### src/rtl/pw_pkg.sv
package pw_pkg;
  localparam int unsigned PW_COLS        = 64;
  localparam int unsigned PW_ROWS        = 80;
  localparam int unsigned PW_DW          = 8;
  localparam int unsigned REMAP_VERT_BIT = 2;

  typedef enum logic {DIR_HORIZ = 1'b0, DIR_VERT = 1'b1} dir_e;
endpackage

### src/rtl/pw_cfg_regs.sv
module pw_cfg_regs #(
  parameter int unsigned COLS = 64,
  parameter int unsigned ROWS = 80,
  parameter int unsigned CW   = 6,
  parameter int unsigned RW   = 7,
  parameter int unsigned DW   = 8
) (
  input  logic          clk,
  input  logic          rst,
  input  logic          win_load,
  input  logic [CW-1:0] col_lo,
  input  logic [CW-1:0] col_hi,
  input  logic [RW-1:0] row_lo,
  input  logic [RW-1:0] row_hi,
  input  logic          remap_load,
  input  logic [DW-1:0] remap_val,
  output logic [CW-1:0] ld_cs,
  output logic [RW-1:0] ld_rs,
  output logic [CW-1:0] cs,
  output logic [CW-1:0] ce,
  output logic [RW-1:0] rs,
  output logic [RW-1:0] re,
  output logic [DW-1:0] remap_q
);
  function automatic logic [CW-1:0] fold_col(input logic [CW-1:0] v);
    return CW'(32'(v) % COLS);
  endfunction

  function automatic logic [RW-1:0] fold_row(input logic [RW-1:0] v);
    return RW'(32'(v) % ROWS);
  endfunction

  assign ld_cs = fold_col(col_lo);
  assign ld_rs = fold_row(row_lo);

  always_ff @(posedge clk) begin
    if (rst) begin
      cs <= '0;
      ce <= CW'(COLS - 1);
      rs <= '0;
      re <= RW'(ROWS - 1);
    end else if (win_load) begin
      cs <= ld_cs;
      ce <= fold_col(col_hi);
      rs <= ld_rs;
      re <= fold_row(row_hi);
    end
  end

  always_ff @(posedge clk) begin
    if (rst)             remap_q <= '0;
    else if (remap_load) remap_q <= remap_val;
  end

  assert_row_bounds_folded_R6: assert property (@(posedge clk) disable iff (rst)
    (32'(rs) < ROWS) && (32'(re) < ROWS));
endmodule

### src/rtl/pw_ptr_step.sv
module pw_ptr_step
  import pw_pkg::*;
#(
  parameter int unsigned CW = 6,
  parameter int unsigned RW = 7
) (
  input  dir_e          dir,
  input  logic [CW-1:0] col,
  input  logic [RW-1:0] row,
  input  logic [CW-1:0] cs,
  input  logic [CW-1:0] ce,
  input  logic [RW-1:0] rs,
  input  logic [RW-1:0] re,
  output logic [CW-1:0] ncol,
  output logic [RW-1:0] nrow
);
  logic [CW:0] c_inc, c_tmp;
  logic [RW:0] r_inc, r_tmp;

  assign c_inc = {1'b0, col} + 1'b1;
  assign r_inc = {1'b0, row} + 1'b1;

  always_comb begin
    ncol  = col;
    nrow  = row;
    c_tmp = {1'b0, col};
    r_tmp = {1'b0, row};
    if (dir == DIR_HORIZ) begin
      if (c_inc > {1'b0, ce}) begin
        ncol  = cs;
        r_tmp = r_inc;
      end else begin
        ncol  = c_inc[CW-1:0];
      end
      nrow = (r_tmp > {1'b0, re}) ? rs : r_tmp[RW-1:0];
    end else begin
      if (r_inc > {1'b0, re}) begin
        nrow  = rs;
        c_tmp = c_inc;
      end else begin
        nrow  = r_inc[RW-1:0];
      end
      ncol = (c_tmp > {1'b0, ce}) ? cs : c_tmp[CW-1:0];
    end
  end
endmodule

### src/rtl/pw_wr_port.sv
module pw_wr_port #(
  parameter int unsigned COLS = 64,
  parameter int unsigned ROWS = 80,
  parameter int unsigned CW   = 6,
  parameter int unsigned RW   = 7,
  parameter int unsigned AW   = 13,
  parameter int unsigned DW   = 8
) (
  input  logic          clk,
  input  logic          rst,
  input  logic          wr,
  input  logic [CW-1:0] col,
  input  logic [RW-1:0] row,
  input  logic [DW-1:0] din,
  output logic          mem_we,
  output logic [AW-1:0] mem_addr,
  output logic [DW-1:0] mem_wdata
);
  always_ff @(posedge clk) begin
    if (rst) mem_we <= 1'b0;
    else     mem_we <= wr;
  end

  always_ff @(posedge clk) begin
    if (wr) begin
      mem_addr  <= AW'(row) * AW'(COLS) + AW'(col);
      mem_wdata <= din;
    end
  end

  assert_addr_in_mem_R2: assert property (@(posedge clk) disable iff (rst)
    mem_we |-> (32'(mem_addr) < COLS * ROWS));
endmodule

### src/rtl/pixwin_writer.sv
module pixwin_writer
  import pw_pkg::*;
#(
  parameter int unsigned COLS = PW_COLS,
  parameter int unsigned ROWS = PW_ROWS,
  parameter int unsigned DW   = PW_DW,
  localparam int unsigned CW  = $clog2(COLS),
  localparam int unsigned RW  = $clog2(ROWS),
  localparam int unsigned AW  = $clog2(COLS * ROWS)
) (
  input  logic          clk,
  input  logic          rst,
  input  logic          dat_valid,
  input  logic [DW-1:0] dat_byte,
  input  logic          win_load,
  input  logic [CW-1:0] col_lo,
  input  logic [CW-1:0] col_hi,
  input  logic [RW-1:0] row_lo,
  input  logic [RW-1:0] row_hi,
  input  logic          remap_load,
  input  logic [DW-1:0] remap_val,
  input  logic          redraw_ack,
  output logic          mem_we,
  output logic [AW-1:0] mem_addr,
  output logic [DW-1:0] mem_wdata,
  output logic          redraw,
  output logic [DW-1:0] remap_cfg
);
  logic [CW-1:0] cs, ce, ld_cs, col_q, col_n;
  logic [RW-1:0] rs, re, ld_rs, row_q, row_n;
  logic          accept;
  dir_e          dir;

  assign accept = dat_valid && !win_load;
  assign dir    = remap_cfg[REMAP_VERT_BIT] ? DIR_VERT : DIR_HORIZ;

  pw_cfg_regs #(.COLS(COLS), .ROWS(ROWS), .CW(CW), .RW(RW), .DW(DW)) u_cfg (
    .clk(clk), .rst(rst), .win_load(win_load),
    .col_lo(col_lo), .col_hi(col_hi), .row_lo(row_lo), .row_hi(row_hi),
    .remap_load(remap_load), .remap_val(remap_val),
    .ld_cs(ld_cs), .ld_rs(ld_rs),
    .cs(cs), .ce(ce), .rs(rs), .re(re), .remap_q(remap_cfg)
  );

  pw_ptr_step #(.CW(CW), .RW(RW)) u_step (
    .dir(dir), .col(col_q), .row(row_q),
    .cs(cs), .ce(ce), .rs(rs), .re(re),
    .ncol(col_n), .nrow(row_n)
  );

  always_ff @(posedge clk) begin
    if (rst) begin
      col_q <= '0;
      row_q <= '0;
    end else if (win_load) begin
      col_q <= ld_cs;
      row_q <= ld_rs;
    end else if (dat_valid) begin
      col_q <= col_n;
      row_q <= row_n;
    end
  end

  pw_wr_port #(.COLS(COLS), .ROWS(ROWS), .CW(CW), .RW(RW), .AW(AW), .DW(DW)) u_wr (
    .clk(clk), .rst(rst), .wr(accept), .col(col_q), .row(row_q), .din(dat_byte),
    .mem_we(mem_we), .mem_addr(mem_addr), .mem_wdata(mem_wdata)
  );

  always_ff @(posedge clk) begin
    if (rst)             redraw <= 1'b0;
    else if (accept)     redraw <= 1'b1;
    else if (redraw_ack) redraw <= 1'b0;
  end

  assert_write_follows_R2: assert property (@(posedge clk) disable iff (rst)
    accept |=> (mem_we && mem_wdata == $past(dat_byte)));
  assert_no_stray_write_R2: assert property (@(posedge clk) disable iff (rst)
    !accept |=> !mem_we);
  assert_load_restart_R5: assert property (@(posedge clk) disable iff (rst)
    win_load |=> (col_q == $past(ld_cs) && row_q == $past(ld_rs)));
  assert_col_in_win_R3: assert property (@(posedge clk) disable iff (rst)
    (cs <= ce) |-> (col_q >= cs && col_q <= ce));
  assert_row_in_win_R4: assert property (@(posedge clk) disable iff (rst)
    (rs <= re) |-> (row_q >= rs && row_q <= re));
  assert_hstep_R3: assert property (@(posedge clk) disable iff (rst)
    (accept && dir == DIR_HORIZ && col_q < ce) |=>
      (col_q == $past(col_q) + 1'b1 && row_q == $past(row_q)));
  assert_vstep_R4: assert property (@(posedge clk) disable iff (rst)
    (accept && dir == DIR_VERT && row_q < re) |=>
      (row_q == $past(row_q) + 1'b1 && col_q == $past(col_q)));
  assert_redraw_with_write_R8: assert property (@(posedge clk) disable iff (rst)
    mem_we |-> redraw);
endmodule

### config.mk
export PLATFORM = sky130hd
export DESIGN_NAME = pixwin_writer
export DESIGN_NICKNAME = d
export VERILOG_FILES = /design/src/rtl/pw_pkg.sv /design/src/rtl/pw_cfg_regs.sv /design/src/rtl/pw_ptr_step.sv /design/src/rtl/pw_wr_port.sv /design/src/rtl/pixwin_writer.sv
export SDC_FILE = /design/constraint.sdc
export NUM_CORES = 1
export LEC_CHECK = 0
export ABC_AREA = 1
export BUFFER_PORTS_ARGS = -buffer_cell sky130_fd_sc_hd__buf_2
export CELL_PAD_IN_SITES_DETAIL_PLACEMENT = 2
export CELL_PAD_IN_SITES_GLOBAL_PLACEMENT = 2
export CORE_MARGIN = 1
export CORE_UTILIZATION = 34
export CTS_CLUSTER_SIZE = 16
export DETAILED_ROUTE_END_ITERATION = 7
export PLACE_DENSITY_LB_ADDON = 0.1
export SETUP_SLACK_MARGIN = 0.5
export SLEW_MARGIN = 20
export SYNTH_ARGS = -nofsm -noshare
export SYNTH_HDL_FRONTEND = slang
export SYNTH_HIERARCHICAL = 1
export SYNTH_SLANG_ARGS = --single-unit
### constraint.sdc
create_clock -name clk -period 10.05 [get_ports clk]
set_input_delay 2.5125 -clock clk [delete_from_list [all_inputs] [get_ports clk]]
set_output_delay 2.5125 -clock clk [all_outputs]
set_load 0.05 [all_outputs]
== Word-level counts from Yosys, hierarchy flattened ==
Index checks and enable logic that the tools add are counted.
Storage, ports and cells
  register bits: 70
  bits in latches: 0
  memory bits (writable): 0
  bits in read-only memories: 0
  output and inout bits: 31
  word-level logic and storage cells: 41
  memories kept: 0
Operators by class
  add/sub/neg operators: 3
  $mul: 0
  divide/modulo/power cells: 2
  magnitude comparators: 4
  equal/unequal tests: 0
  shifts and indexed selects: 0
  mux-type cells: 17
  bitwise gates (word level): 0
  reductions and logical operators: 4
Operators with widths (number)
  $mod A7 B7 Y32 const B: 2
  $mux W7: 7
  $mux W6: 5
  $gt A8 B7 Y1: 2
  $mux W8: 2
  $gt A7 B6 Y1: 2
  $add A13 B6 Y13: 1
  $add A7 B1 Y8 const B: 1
  $add A6 B1 Y7 const B: 1
  $reduce_bool A2 Y1: 2
  $mux W1: 3
  $logic_and A1 B1 Y1: 1
  $logic_not A1 Y1: 1

== Logic depth before layout (Yosys ltp) ==
Gate-level depths: netlist of the first run.
  word-level depth: 9
  gate-level depth with buffers: 31
  depth with buffers taken out: 31

== Hierarchy ==
The synthesis of the first run kept the hierarchy.
By module, submodules not included
  pw_ptr_step: instances 1, cells each 301, area each 1625.3 um^2
  pw_cfg_regs: instances 1, cells each 181, area each 1378.8 um^2
  pixwin_writer: instances 1, cells each 105, area each 665.6 um^2
  pw_wr_port: instances 1, cells each 24, area each 660.6 um^2

== Worst setup path after synthesis of the first run ==
OpenSTA, ideal clock, no wires.
  path type: input port to flip-flop
  from: in win_load
  to: reg u_wr.mem_addr[0], enable pin
  setup time: 376 ps
  data arrival time: 3260 ps
  required time: 9674 ps
  path slack: 6413 ps
  stages: 4
  buffers on the path: 1
  cell sequence: inv_2 buf_2 nand2_1 inv_1
Between the ends
  word-level cells in the longest chain between the ends: 2
RTL lines
  from (decl): RTL line pixwin_writer.sv:15  | input logic win_load,
  $logic_not A1 Y1: RTL line pixwin_writer.sv:34  | assign accept = dat_valid && !win_load;
  $logic_and A1 B1 Y1: RTL line pixwin_writer.sv:34
  named net accept: RTL line pixwin_writer.sv:31  | logic accept;
  to (signal assigned): RTL line pw_wr_port.sv:26  | mem_addr <= AW'(row) * AW'(COLS) + AW'(col);
  to (decl): RTL line pw_wr_port.sv:16  | output logic [AW-1:0] mem_addr,
The timed path passes the listed nets, and every way through them passes these cells.
A chain may end at the register's enable or synchronous reset.

== Worst setup path after layout of the first run ==
  from: reg row_q[1]
  to: reg col_q[0]
Between the ends
  word-level cells in the longest chain between the ends: 9
RTL lines
  from (decl): RTL line pixwin_writer.sv:30  | logic [RW-1:0] rs, re, ld_rs, row_q, row_n;
  from (signal assigned): RTL line pixwin_writer.sv:57  | row_q <= ld_rs;
  from (signal assigned): RTL line pixwin_writer.sv:60  | row_q <= row_n;
  $add A7 B1 Y8 *: RTL line pw_ptr_step.sv:21  | assign r_inc = {1'b0, row} + 1'b1;
  $gt A8 B7 Y1 *: RTL line pw_ptr_step.sv:37  | if (r_inc > {1'b0, re}) begin
  $mux W7 *: RTL line pw_ptr_step.sv:37
  $mux W7 *: RTL line pw_ptr_step.sv:28  | if (dir == DIR_HORIZ) begin
  $gt A7 B6 Y1: RTL line pw_ptr_step.sv:43  | ncol = (c_tmp > {1'b0, ce}) ? cs : c_tmp[CW-1:0];
  $mux W6 *: RTL line pw_ptr_step.sv:43
  $mux W6 *: RTL line pw_ptr_step.sv:28
  named net col_n[0]: RTL line pixwin_writer.sv:29  | logic [CW-1:0] cs, ce, ld_cs, col_q, col_n;
  $mux W6 *: RTL line pixwin_writer.sv:58  | end else if (dat_valid) begin
  $mux W6 *: RTL line pixwin_writer.sv:55  | end else if (win_load) begin
  to (signal assigned): RTL line pixwin_writer.sv:56  | col_q <= ld_cs;
  to (signal assigned): RTL line pixwin_writer.sv:59  | col_q <= col_n;
  to (decl): RTL line pixwin_writer.sv:29
Mark *: on every way through the listed nets, which the timed path passes. The rest lies on a longest branch. The select of a mux whose other input is x is not followed.

==> impl_metrics.env, run 1 <==
export IMPL_cts_sinks=70
export IMPL_area_delta_synth_final_pct=15.8
export IMPL_slew_viol_final=0
export IMPL_max_freq_ghz=0.212
export IMPL_pre_cts_slack_ns=5.42
export IMPL_synth_nets=689
export IMPL_r2r_start="row_q[1]"
export IMPL_path_max_fanout=22
export IMPL_drcViolationCount=0
export IMPL_drv_cap=0
export IMPL_place_congestion=0.814
export IMPL_die_w_um=115
export IMPL_ant_nets=0
export IMPL_wirelength_mm=14.8
export IMPL_hold_ws_ns=0.466
export IMPL_ctsHtreeMaxLevel=3
export IMPL_cpMostUsedCell="nand2_1"
export IMPL_hold_buffers=0
export IMPL_clock_path_buffers=2
export IMPL_grt_use_total_pct=23.8
export IMPL_status="finished clean"
export IMPL_core_region_area_um2=12200
export IMPL_worstHoldPathType="reg -> reg"
export IMPL_dp_cells=830
export IMPL_dr_first_iter_drc_count=184
export IMPL_wire_per_inst_um=17.5
export IMPL_instances_no_fill=845
export IMPL_final_area_um2=5010
export IMPL_fp_dieH_um=115
export IMPL_clk_pin_slew_ns=0.05
export IMPL_slew_headroom_pct=36.3
export IMPL_ys_seq_area_share_pct=37.2
export IMPL_slowest_delay_ns=0.52
export IMPL_synth_most_common_cell="nand2_1"
export IMPL_synth_area_um2=4330
export IMPL_grt_pass1_vias=4649
export IMPL_synthTopCellsByArea="dfxtp_1 23%, nand2_1 15%, edfxtp_1 15%"
export IMPL_fin_tns_setup_ns=0
export IMPL_critPathBufInv=4
export IMPL_cp_data_arrival_time_ns=4.96
export IMPL_post_cts_buffers=0
export IMPL_ctsRootBufferMaster="clkbuf_16"
export IMPL_worstRegToRegCells=27
export IMPL_ys_types=32
export IMPL_ys_flop_type="dfxtp_1"
export IMPL_worstSkewPairLatency_ns=0.35
export IMPL_setup_ws_ns=5.33
export IMPL_n_antenna_cell=0
export IMPL_overflow=0
export IMPL_cts_repair_resized=0
export IMPL_power_density_nw_per_um2=166
export IMPL_io_pins=79
export IMPL_peakVddDrop_mv=0.0810
export IMPL_first_pass_iters=4
export IMPL_synth_seq_cells=70
export IMPL_cts_tree="done"
export IMPL_placed_area_um2=4740
export IMPL_antenna_found_initial=0
export IMPL_worst_path_max_delay_cell="nand2_1"
export IMPL_ys_warn_count=6
export IMPL_synth_edf_count=21
export IMPL_crit_path_end="col_q[0]"
export IMPL_synth_top_area_share_pct=22.7
export IMPL_seqCellArea_um2=1610
export IMPL_worst_clock_skew_ns=0.00544
export IMPL_die_area_um2=13200
export IMPL_period_minus_slack_ns=4.72
export IMPL_drive_gt1_share_pct=16.1
export IMPL_viasPerCell=5.01
export IMPL_synthArstFlopShare_pct=0
export IMPL_critPathCaptureType="flip-flop"
export IMPL_synth_top_cell_by_area="dfxtp_1"
export IMPL_p_leak_nw=2.78
export IMPL_setup_viol=0
export IMPL_timing_critical_path_from_type="flip-flop"
export IMPL_finalCritPeriodShare_pct=47.0
export IMPL_hold_viol=0
export IMPL_grt_max_degree=46
export IMPL_synthTopCellsByCount="172 x nand2_1, 96 x inv_1, 66 x nand3_1"
export IMPL_syn_avg_cell_area_um2=7.09
export IMPL_r2r_end="col_q[0]"
export IMPL_startpoint="row_q[1]"
export IMPL_io_buffers=78
export IMPL_nNetsFinal=751
export IMPL_grt_setup_unrepaired="no"
export IMPL_grt_pass1_wl_mm=23.6
export IMPL_rrSetupSlack_ns=5.33
export IMPL_worst_pin_slew_ns=0.955
export IMPL_start_util_pct=35.5
export IMPL_crit_family="simple AND/OR/NAND/NOR gates"
export IMPL_worstSetupPathDepth=27
export IMPL_core_rowCount=40
export IMPL_multi_input_area_um2=2150
export IMPL_place_hpwl_mm=11.1
export IMPL_required_ns=10.29
export IMPL_vias=4230
export IMPL_n_fill_cell=1546
export IMPL_path_class="reg -> reg"
export IMPL_cts_buffers=9
export IMPL_netlist_instances=611
-- worst reg2reg max path, cell delays in order, from the launching register on --
cell and delay, ns:
dfxtp_1 0.48, ha_1 0.26, nand2_1 0.11, nor2_1 0.12
inv_1 0.08, o21ai_0 0.23, inv_1 0.10, ha_1 0.31
and3_1 0.20, nand2_1 0.06, nand2_1 0.07, nand2_2 0.10
nand2_1 0.52, nand2_1 0.11, nand2_1 0.11, inv_1 0.05
ha_1 0.28, a21o_1 0.18, a21oi_1 0.14, a21oi_1 0.11
a21oi_1 0.38, nand2_1 0.18, nand3_1 0.11, nand2_1 0.06
nand3_1 0.08, nand3_1 0.08, nand2_1 0.06, inv_1 0.04
-- through the flow --
stage | power (W) | utilization [%]
6_report | 0.000831 | 41.1
3_5_place_dp | 0.000534 | 38.9
3_3_place_gp | 0.000520 | 38.9
4_1_cts | 0.000841 | 41.1
2_1_floorplan | 0.000471 | -
5_1_grt | 0.000872 | 41.1
-- logic make-up (layout without fill, tap and decap cells) --
| group | Yosys count | count (layout) | share of synthesized area [%] |
|---|---|---|---|
| and+or+nand+nor | 311 | 311 | 31.3 |
| buffers and inverters | 127 | 193 | 13.1 |
| DFF | 70 | 70 | 37.2 |
| AOI/OAI and AO/OA | 67 | 67 | 8.52 |
| adders and majority gates | 30 | 30 | 8.67 |
| xor gates and xnor gates | 6 | 6 | 1.21 |
-- placed cells by master, fill, tap and decap left out, types with 5 or more instances in the layout --
master,count
a21oi_1,18
buf_2,78
clkbuf_16,9
dfxtp_1,49
edfxtp_1,21
ha_1,30
inv_1,96
nand2_1,172
nand3_1,66
nand3b_1,5
nor2_1,51
o21ai_0,34
xor2_1,6
-- power breakdown --
| group | internal (W) | total, W | switching, W |
|---|---|---|---|
| combinational | 0.0000621 | 0.000202 | 0.000140 |
| clock | 0.000179 | 0.000301 | 0.000122 |
| sequential | 0.000311 | 0.000328 | 0.0000165 |
| total | 0.000552 | 0.000831 | 0.000278 |
-- area by class of cell --
| type | count | area share (%) |
|---|---|---|
| Clock buffer | 14 | 5.27 |
| Clock inverter | 1 | 0.0998 |
| Inverter | 99 | 7.41 |
| Multi-Input combinational cell | 414 | 42.9 |
| Sequential cell | 70 | 32.1 |
| Tap cell | 168 | 4.19 |
| Timing Repair Buffer | 79 | 7.94 |
-- per-layer routing --
layer | vias up | GRT usage, % | part of all wire, %
li1 | 2046 | - | -
met1 | 2085 | 28.5 | 45
met2 | 80 | 43.1 | 50
met3 | 19 | 4.74 | 3.7
met4 | 0 | 6.93 | 1.3
met5 | - | 0 | 0
-- registers in the layout (all words and copies together), names as in the netlist --
name            cells
u_wr/mem_addr      13
u_cfg/remap_q       8
u_wr/mem_wdata      8
row_q               7
u_cfg/re            7
u_cfg/rs            7
col_q               6
u_cfg/ce            6
u_cfg/cs            6
redraw              1
u_wr/mem_we         1
-- worst min path at each step --
stage | startpoint | end | slack (ns) | cells past startpoint
after floorplan | u_cfg/ce[1] | u_cfg/ce[1] | 0.43 | 2
after global placement | u_cfg/ce[1] | u_cfg/ce[1] | 0.44 | 2
after detailed placement | u_cfg/ce[4] | u_cfg/ce[4] | 0.46 | 2
after CTS | u_cfg/ce[4] | u_cfg/ce[4] | 0.47 | 2
after global routing | redraw | redraw | 0.50 | 2
final | u_cfg/ce[4] | u_cfg/ce[4] | 0.47 | 2
No activity file was read; power rests on OpenSTA's default activity.
==> inputs of run 2 (changes only) <==
- CORE_UTILIZATION: 34 -> 28
- clock period: 10.05 -> 4.05 ns (I/O delays scaled with it)
==> run 2 against run 1 <==
Cell area increased by 26%. Flip-flop and latch count unchanged. Combinational power increased to 3.9 times the previous value. Final cell count increased by 10%. Critical path depth unchanged. Critical path type unchanged. Critical endpoint unchanged.
==> impl_metrics.env, run 2 (synthesis results as in run 1) <==
export IMPL_worst_clock_skew_ns=0.00733
export IMPL_core_rowCount=45
export IMPL_cts_buffers=9
export IMPL_layout_commonest_cell="nand2_1"
export IMPL_finalCritPeriodShare_pct=90.2
export IMPL_wirelength_mm=16.9
export IMPL_cts_sinks=70
export IMPL_rrSetupSlack_ns=0.40
export IMPL_timing_critical_path_from_type="flip-flop"
export IMPL_worstSkewPairLatency_ns=0.35
export IMPL_required_ns=4.34
export IMPL_dr_first_iter_drc_count=126
export IMPL_grt_setup_unrepaired="yes"
export IMPL_n_antenna_cell=0
export IMPL_place_hpwl_mm=11.5
export IMPL_grt_use_total_pct=22.1
export IMPL_fp_dieH_um=126
export IMPL_peakVddDrop_mv=0.219
export IMPL_ant_nets=0
export IMPL_worstHoldPathType="reg -> reg"
export IMPL_placed_area_um2=4930
export IMPL_largest_register="u_wr/mem_addr"
export IMPL_overflow=0
export IMPL_nNetsFinal=817
export IMPL_grt_max_degree=33
export IMPL_die_w_um=126
export IMPL_max_freq_ghz=0.274
export IMPL_critPathCaptureType="flip-flop"
export IMPL_drcViolationCount=0
export IMPL_io_buffers=78
export IMPL_area_delta_synth_final_pct=45.9
export IMPL_drv_cap=0
export IMPL_hold_viol=0
export IMPL_path_class="reg -> reg"
export IMPL_wire_per_inst_um=18.2
export IMPL_total_power_w=0.00244
export IMPL_clock_path_buffers=2
export IMPL_worst_pin_slew_ns=0.995
export IMPL_reg_top3="u_wr/mem_addr x13, u_cfg/remap_q x8, u_wr/mem_wdata x8"
export IMPL_drive_gt1_share_pct=41.8
export IMPL_fin_tns_setup_ns=0
export IMPL_fin_util_pct=41.7
export IMPL_place_congestion=0.799
export IMPL_antenna_found_initial=0
export IMPL_seqPwrFrac_pct=33.3
export IMPL_core_region_area_um2=15100
export IMPL_viasPerCell=4.84
export IMPL_clk_pin_slew_ns=0.06
export IMPL_p_switching_w=0.000837
export IMPL_slew_headroom_pct=33.6
export IMPL_io_pins=79
export IMPL_power_density_nw_per_um2=386
export IMPL_grt_pass1_vias=5046
export IMPL_start_util_pct=28.6
export IMPL_first_pass_iters=4
export IMPL_ctsRootBufferMaster="clkbuf_16"
export IMPL_final_area_um2=6320
export IMPL_cp_data_arrival_time_ns=3.94
export IMPL_final_cell_mix="125 x nand2_1, 81 x inv_1, 78 x buf_2"
export IMPL_cts_tree="done"
export IMPL_clockPowerShare_pct=34.7
export IMPL_die_area_um2=16000
export IMPL_slew_viol_final=0
export IMPL_largest_reg_flops=13
export IMPL_p_leak_nw=3.18
export IMPL_p_comb_share_pct=32.0
export IMPL_setup_viol=0
export IMPL_vias=4507
export IMPL_grt_pass1_wl_mm=26.9
export IMPL_ctsHtreeMaxLevel=3
export IMPL_path_max_fanout=7
export IMPL_switching_share_pct=34.3
export IMPL_hold_ws_ns=0.472
export IMPL_period_minus_slack_ns=3.65
export IMPL_status="finished clean"
export IMPL_p_int_w=0.00160
==> run 2: changes by cell type in the layout (fill, tap and decap cells not counted), sizes merged <==
cell | previous run | this run
buf | 79 | 145
bufinv | 0 | 1
clkbuf | 14 | 10
clkinv | 1 | 2
inv | 99 | 102
==> run 2: path summary, 6_finish.rpt <==
check | startpoint | cells past startpoint | endpoint
hold reg to reg | u_cfg/ce[5] | 2 | u_cfg/ce[5]
hold / removal | u_cfg/ce[5] | 2 | u_cfg/ce[5]
setup reg to reg | row_q[1] | 27 | col_q[0]
setup / recovery | row_q[1] | 27 | col_q[0]
==> run 2: metal layers <==
layer	GRT usage (%)	share of wire, %	vias up
li1	-	-	2182
met2	40.2	51	74
met4	6.52	1.5	0
met1	26.9	45	2234
met5	0	0	-
met3	3.46	2.4	17
==> run 2: worst max-delay path, cell delays in order (launching register included) <==
cell and delay [ns]:
dfxtp_4 0.38, ha_4 0.14, nand2_2 0.06, nor2_2 0.11
inv_2 0.07, o21ai_2 0.17, inv_2 0.08, ha_4 0.27
and3_4 0.17, nand4_1 0.13, nand2_4 0.18, nand3b_1 0.11
nand2_2 0.12, inv_2 0.05, ha_4 0.28, nand2_4 0.06
o21ai_4 0.17, o21bai_4 0.09, a21oi_2 0.16, a21oi_1 0.06
buf_4 0.18, nand2_2 0.06, nand3_1 0.07, nand2_1 0.13
nand3_1 0.08, nand3_1 0.09, nand2_1 0.05, inv_1 0.07
==> run 2: stage by stage <==
| stage | instances | setup WS [ns] |
|---|---|---|
| after floorplan | 611 | 0.505 |
| after CTS | 928 | 0.485 |
| after global routing | 932 | 0.171 |
| after global placement | 872 | 0.101 |
| after detailed placement | 872 | -0.175 |
| final | 932 | 0.397 |
==> run 2: power by group through the flow <==
stage,clock network (W),logic (W),registers [W]
3_3_place_gp,0,0.000505,0.000821
6_report,0.000847,0.000781,0.000814
3_5_place_dp,0,0.000530,0.000824
4_1_cts,0.000876,0.000721,0.000813
5_1_grt,0.000896,0.000851,0.000819
2_1_floorplan,0,0.000293,0.000875
==> run 2: layout make-up <==
type,count,area (µm²)
repair buffers,145,927
multi-input cells,414,2830
inverters,99,377
flip-flops and latches,70,1630
fillers,1731,8830
well taps,188,235
clock buffers,10,250
clock inverters,6,65.1
==> run 2: timing repair <==
action,4_1_cts,5_1_grt
endpoints found under the hold margin,0,0
setup endpoints to repair,13,13
setup buffers,40,4
pin swaps,61,45
hold buffers,0,0
resized for setup,130,45
==> inputs of run 3 (changes only) <==
- ABC_AREA: 1 -> unset
- CORE_UTILIZATION: 28 -> 32
==> run 3 against run 2 <==
The flow now finishes with violations (setup timing). Final cell count down 18%. Non-clock buffer count up 25. Critical path type unchanged. Count of clock-buffer cells in the layout down 1. Total power down 6.2%. Synthesized area down 1.5%. Sequential power down 0.7%. Via count down 8.8%.
==> impl_metrics.env, run 3 <==
export IMPL_place_hpwl_mm=10.5
export IMPL_dr_first_iter_drc_count=179
export IMPL_violations="setup timing"
export IMPL_period_minus_slack_ns=4.70
export IMPL_start_util_pct=33.3
export IMPL_synth_nets=512
export IMPL_multi_input_area_um2=2940
export IMPL_cts_buffers=9
export IMPL_synth_top_cell_by_area="dfxtp_1"
export IMPL_total_power_w=0.00229
export IMPL_io_pins=79
export IMPL_slew_viol_final=0
export IMPL_rrSetupSlack_ns=-0.65
export IMPL_syn_avg_cell_area_um2=9.83
export IMPL_fp_dieH_um=117
export IMPL_ctsRootBufferMaster="clkbuf_16"
export IMPL_placed_area_um2=5200
export IMPL_synth_edf_count=21
export IMPL_critPathBufInv=1
export IMPL_die_area_um2=13800
export IMPL_slew_headroom_pct=52.2
export IMPL_timing_critical_path_from_type="flip-flop"
export IMPL_fin_tns_setup_ns=-2.58
export IMPL_path_max_fanout=4
export IMPL_finalCritPeriodShare_pct=116
export IMPL_grt_setup_unrepaired="yes"
export IMPL_wire_per_inst_um=23.7
export IMPL_largest_register="u_wr/mem_addr"
export IMPL_ys_flop_type="dfxtp_1"
export IMPL_r2r_end="col_q[0]"
export IMPL_worst_pin_slew_ns=0.713
export IMPL_peakVddDrop_mv=0.202
export IMPL_grt_max_degree=34
export IMPL_core_region_area_um2=12800
export IMPL_holdPathEnd="u_cfg/re[3]"
export IMPL_ctsHtreeMaxLevel=3
export IMPL_place_congestion=0.819
export IMPL_drive_gt1_share_pct=46.3
export IMPL_wirelength_mm=18.2
export IMPL_reg_top3="u_wr/mem_addr x13, u_cfg/remap_q x8, u_wr/mem_wdata x8"
export IMPL_r2r_start="row_q[0]"
export IMPL_required_ns=4.28
export IMPL_final_cell_mix="85 x buf_4, 78 x buf_2, 47 x mux2i_1"
export IMPL_hold_viol=0
export IMPL_worst_path_max_delay_cell="or4b_1"
export IMPL_worst_clock_skew_ns=0.00623
export IMPL_n_antenna_cell=0
export IMPL_status="finished, violations left"
export IMPL_ant_nets=0
export IMPL_nNetsFinal=667
export IMPL_layout_commonest_cell="buf_4"
export IMPL_largest_reg_flops=13
export IMPL_netlist_instances=434
export IMPL_grt_use_total_pct=23.0
export IMPL_ys_warn_count=6
export IMPL_path_cells="ha_4, nand3_4, nor2_4, xor2_4, ha_4, a21oi_2, nand2_2, a21o_4, buf_12, nor2_4, nor2_1, xor2_1, ha_1, a21oi_2, nor2b_1, o32a_4, or4b_1, and4_1, o21ai_1, mux2i_1, a211oi_2"
export IMPL_first_pass_iters=4
export IMPL_worstRegToRegCells=21
export IMPL_setup_viol=12
export IMPL_ys_seq_area_share_pct=37.8
export IMPL_die_w_um=117
export IMPL_synthArstFlopShare_pct=0
export IMPL_drcViolationCount=0
export IMPL_vias=4109
export IMPL_synth_most_common_cell="dfxtp_1"
export IMPL_cts_tree="done"
export IMPL_setup_ws_ns=-0.652
export IMPL_n_fill_cell=1319
export IMPL_critPathCaptureType="flip-flop"
export IMPL_ys_types=65
export IMPL_slowest_delay_ns=0.48
export IMPL_clk_pin_slew_ns=0.06
export IMPL_synthTopCellsByArea="dfxtp_1 23%, edfxtp_1 15%, mux2i_1 11%"
export IMPL_core_rowCount=41
export IMPL_synth_seq_cells=70
export IMPL_hold_path_depth=2
export IMPL_viasPerCell=5.36
export IMPL_worst_hold_startpoint="u_cfg/re[3]"
export IMPL_grt_pass1_vias=4319
export IMPL_cp_data_arrival_time_ns=4.93
export IMPL_cts_sinks=70
export IMPL_seqCellArea_um2=1640
export IMPL_synth_area_um2=4270
export IMPL_final_area_um2=6300
export IMPL_antenna_found_initial=1
export IMPL_grt_pass1_wl_mm=24.2
export IMPL_clock_path_buffers=2
export IMPL_area_delta_synth_final_pct=47.6
export IMPL_io_buffers=78
export IMPL_max_freq_ghz=0.213
export IMPL_drv_cap=0
export IMPL_synth_top_area_share_pct=23.0
export IMPL_power_density_nw_per_um2=363
export IMPL_overflow=0
export IMPL_crit_family="compound AO/OA/AOI/OAI gates"
export IMPL_path_class="reg -> reg"
export IMPL_worstHoldPathType="reg -> reg"
export IMPL_worstSkewPairLatency_ns=0.35
export IMPL_synthTopCellsByCount="49 x dfxtp_1, 48 x mux2i_1, 37 x nor2_1"
export IMPL_p_leak_nw=2.79
[run 3: what timing repair did]
item                       CTS  global route
hold buffers                 0             0
pin swaps                   37            14
setup endpoints to repair   13            13
buffers inserted            29            13
gates resized for setup     51            26
[run 3: metrics by stage]
stage | util (%) | setup WS (ns) | hold slack [ns] | cells
CTS | 47.0 | -0.340 | 0.479 | 753
global placement | 40.5 | -0.743 | 0.458 | 708
detailed placement | 40.5 | -0.880 | 0.464 | 708
global route | 49.1 | -0.755 | 0.511 | 766
finish | 49.1 | -0.652 | 0.489 | 766
floorplan | - | 0.123 | 0.432 | 434
[run 3: layout make-up]
class	instances	share of cell area, %
timing repair buffer	170	18.0
inverter	22	1.31
tap	172	3.42
clock buffer	9	3.58
clock inverter	7	1.01
multi-input combinational	316	46.7
sequential	70	26.0
[run 3: cells by family (layout without fill, tap and decap cells)]
family | count (synthesis) | count (layout) | share of synthesized area, %
and+or+nand+nor | 136 | 136 | 16.6
AOI/OAI and AO/OA | 80 | 80 | 14.4
DFF | 70 | 70 | 37.8
muxes | 49 | 49 | 11.5
buffers and inverters | 48 | 208 | 6.60
adders and majority gates | 30 | 30 | 8.80
xor gates and xnor gates | 21 | 21 | 4.31
[run 3: where the power goes]
| group | internal [W] | switching, W |
|---|---|---|
| Combinational | 0.000297 | 0.000396 |
| Clock | 0.000472 | 0.000316 |
| Sequential | 0.000771 | 0.0000375 |
| Total | 0.00154 | 0.000749 |
[run 3: layer usage]
metal  vias to the layer above  global-route usage (%)  part of all wire, %
li1                       1858                       -                    -
met1                      2076                    28.2                   43
met2                       126                    39.2                   48
met3                        47                    4.75                  4.7
met4                         2                    9.62                  3.8
met5                         -                       0                0.072
[run 3: worst max path at each step]
stage	from	end	cells past startpoint
CTS	row_q[0]	col_q[0]	20
detailed placement	row_q[1]	col_q[0]	20
global placement	row_q[1]	col_q[0]	20
finish	row_q[0]	col_q[0]	21
global route	row_q[0]	col_q[0]	21
floorplan	row_q[0]	col_q[0]	20
[run 3: worst reg2reg max path: stages (launching register included)]
cell	delay, ns
dfxtp_4	0.38
ha_4	0.18
nand3_4	0.11
nor2_4	0.18
xor2_4	0.23
ha_4	0.25
a21oi_2	0.15
nand2_2	0.11
a21o_4	0.27
buf_12	0.14
nor2_4	0.13
nor2_1	0.08
xor2_1	0.17
ha_1	0.23
a21oi_2	0.16
nor2b_1	0.10
o32a_4	0.40
or4b_1	0.48
and4_1	0.20
o21ai_1	0.17
mux2i_1	0.13
a211oi_2	0.33
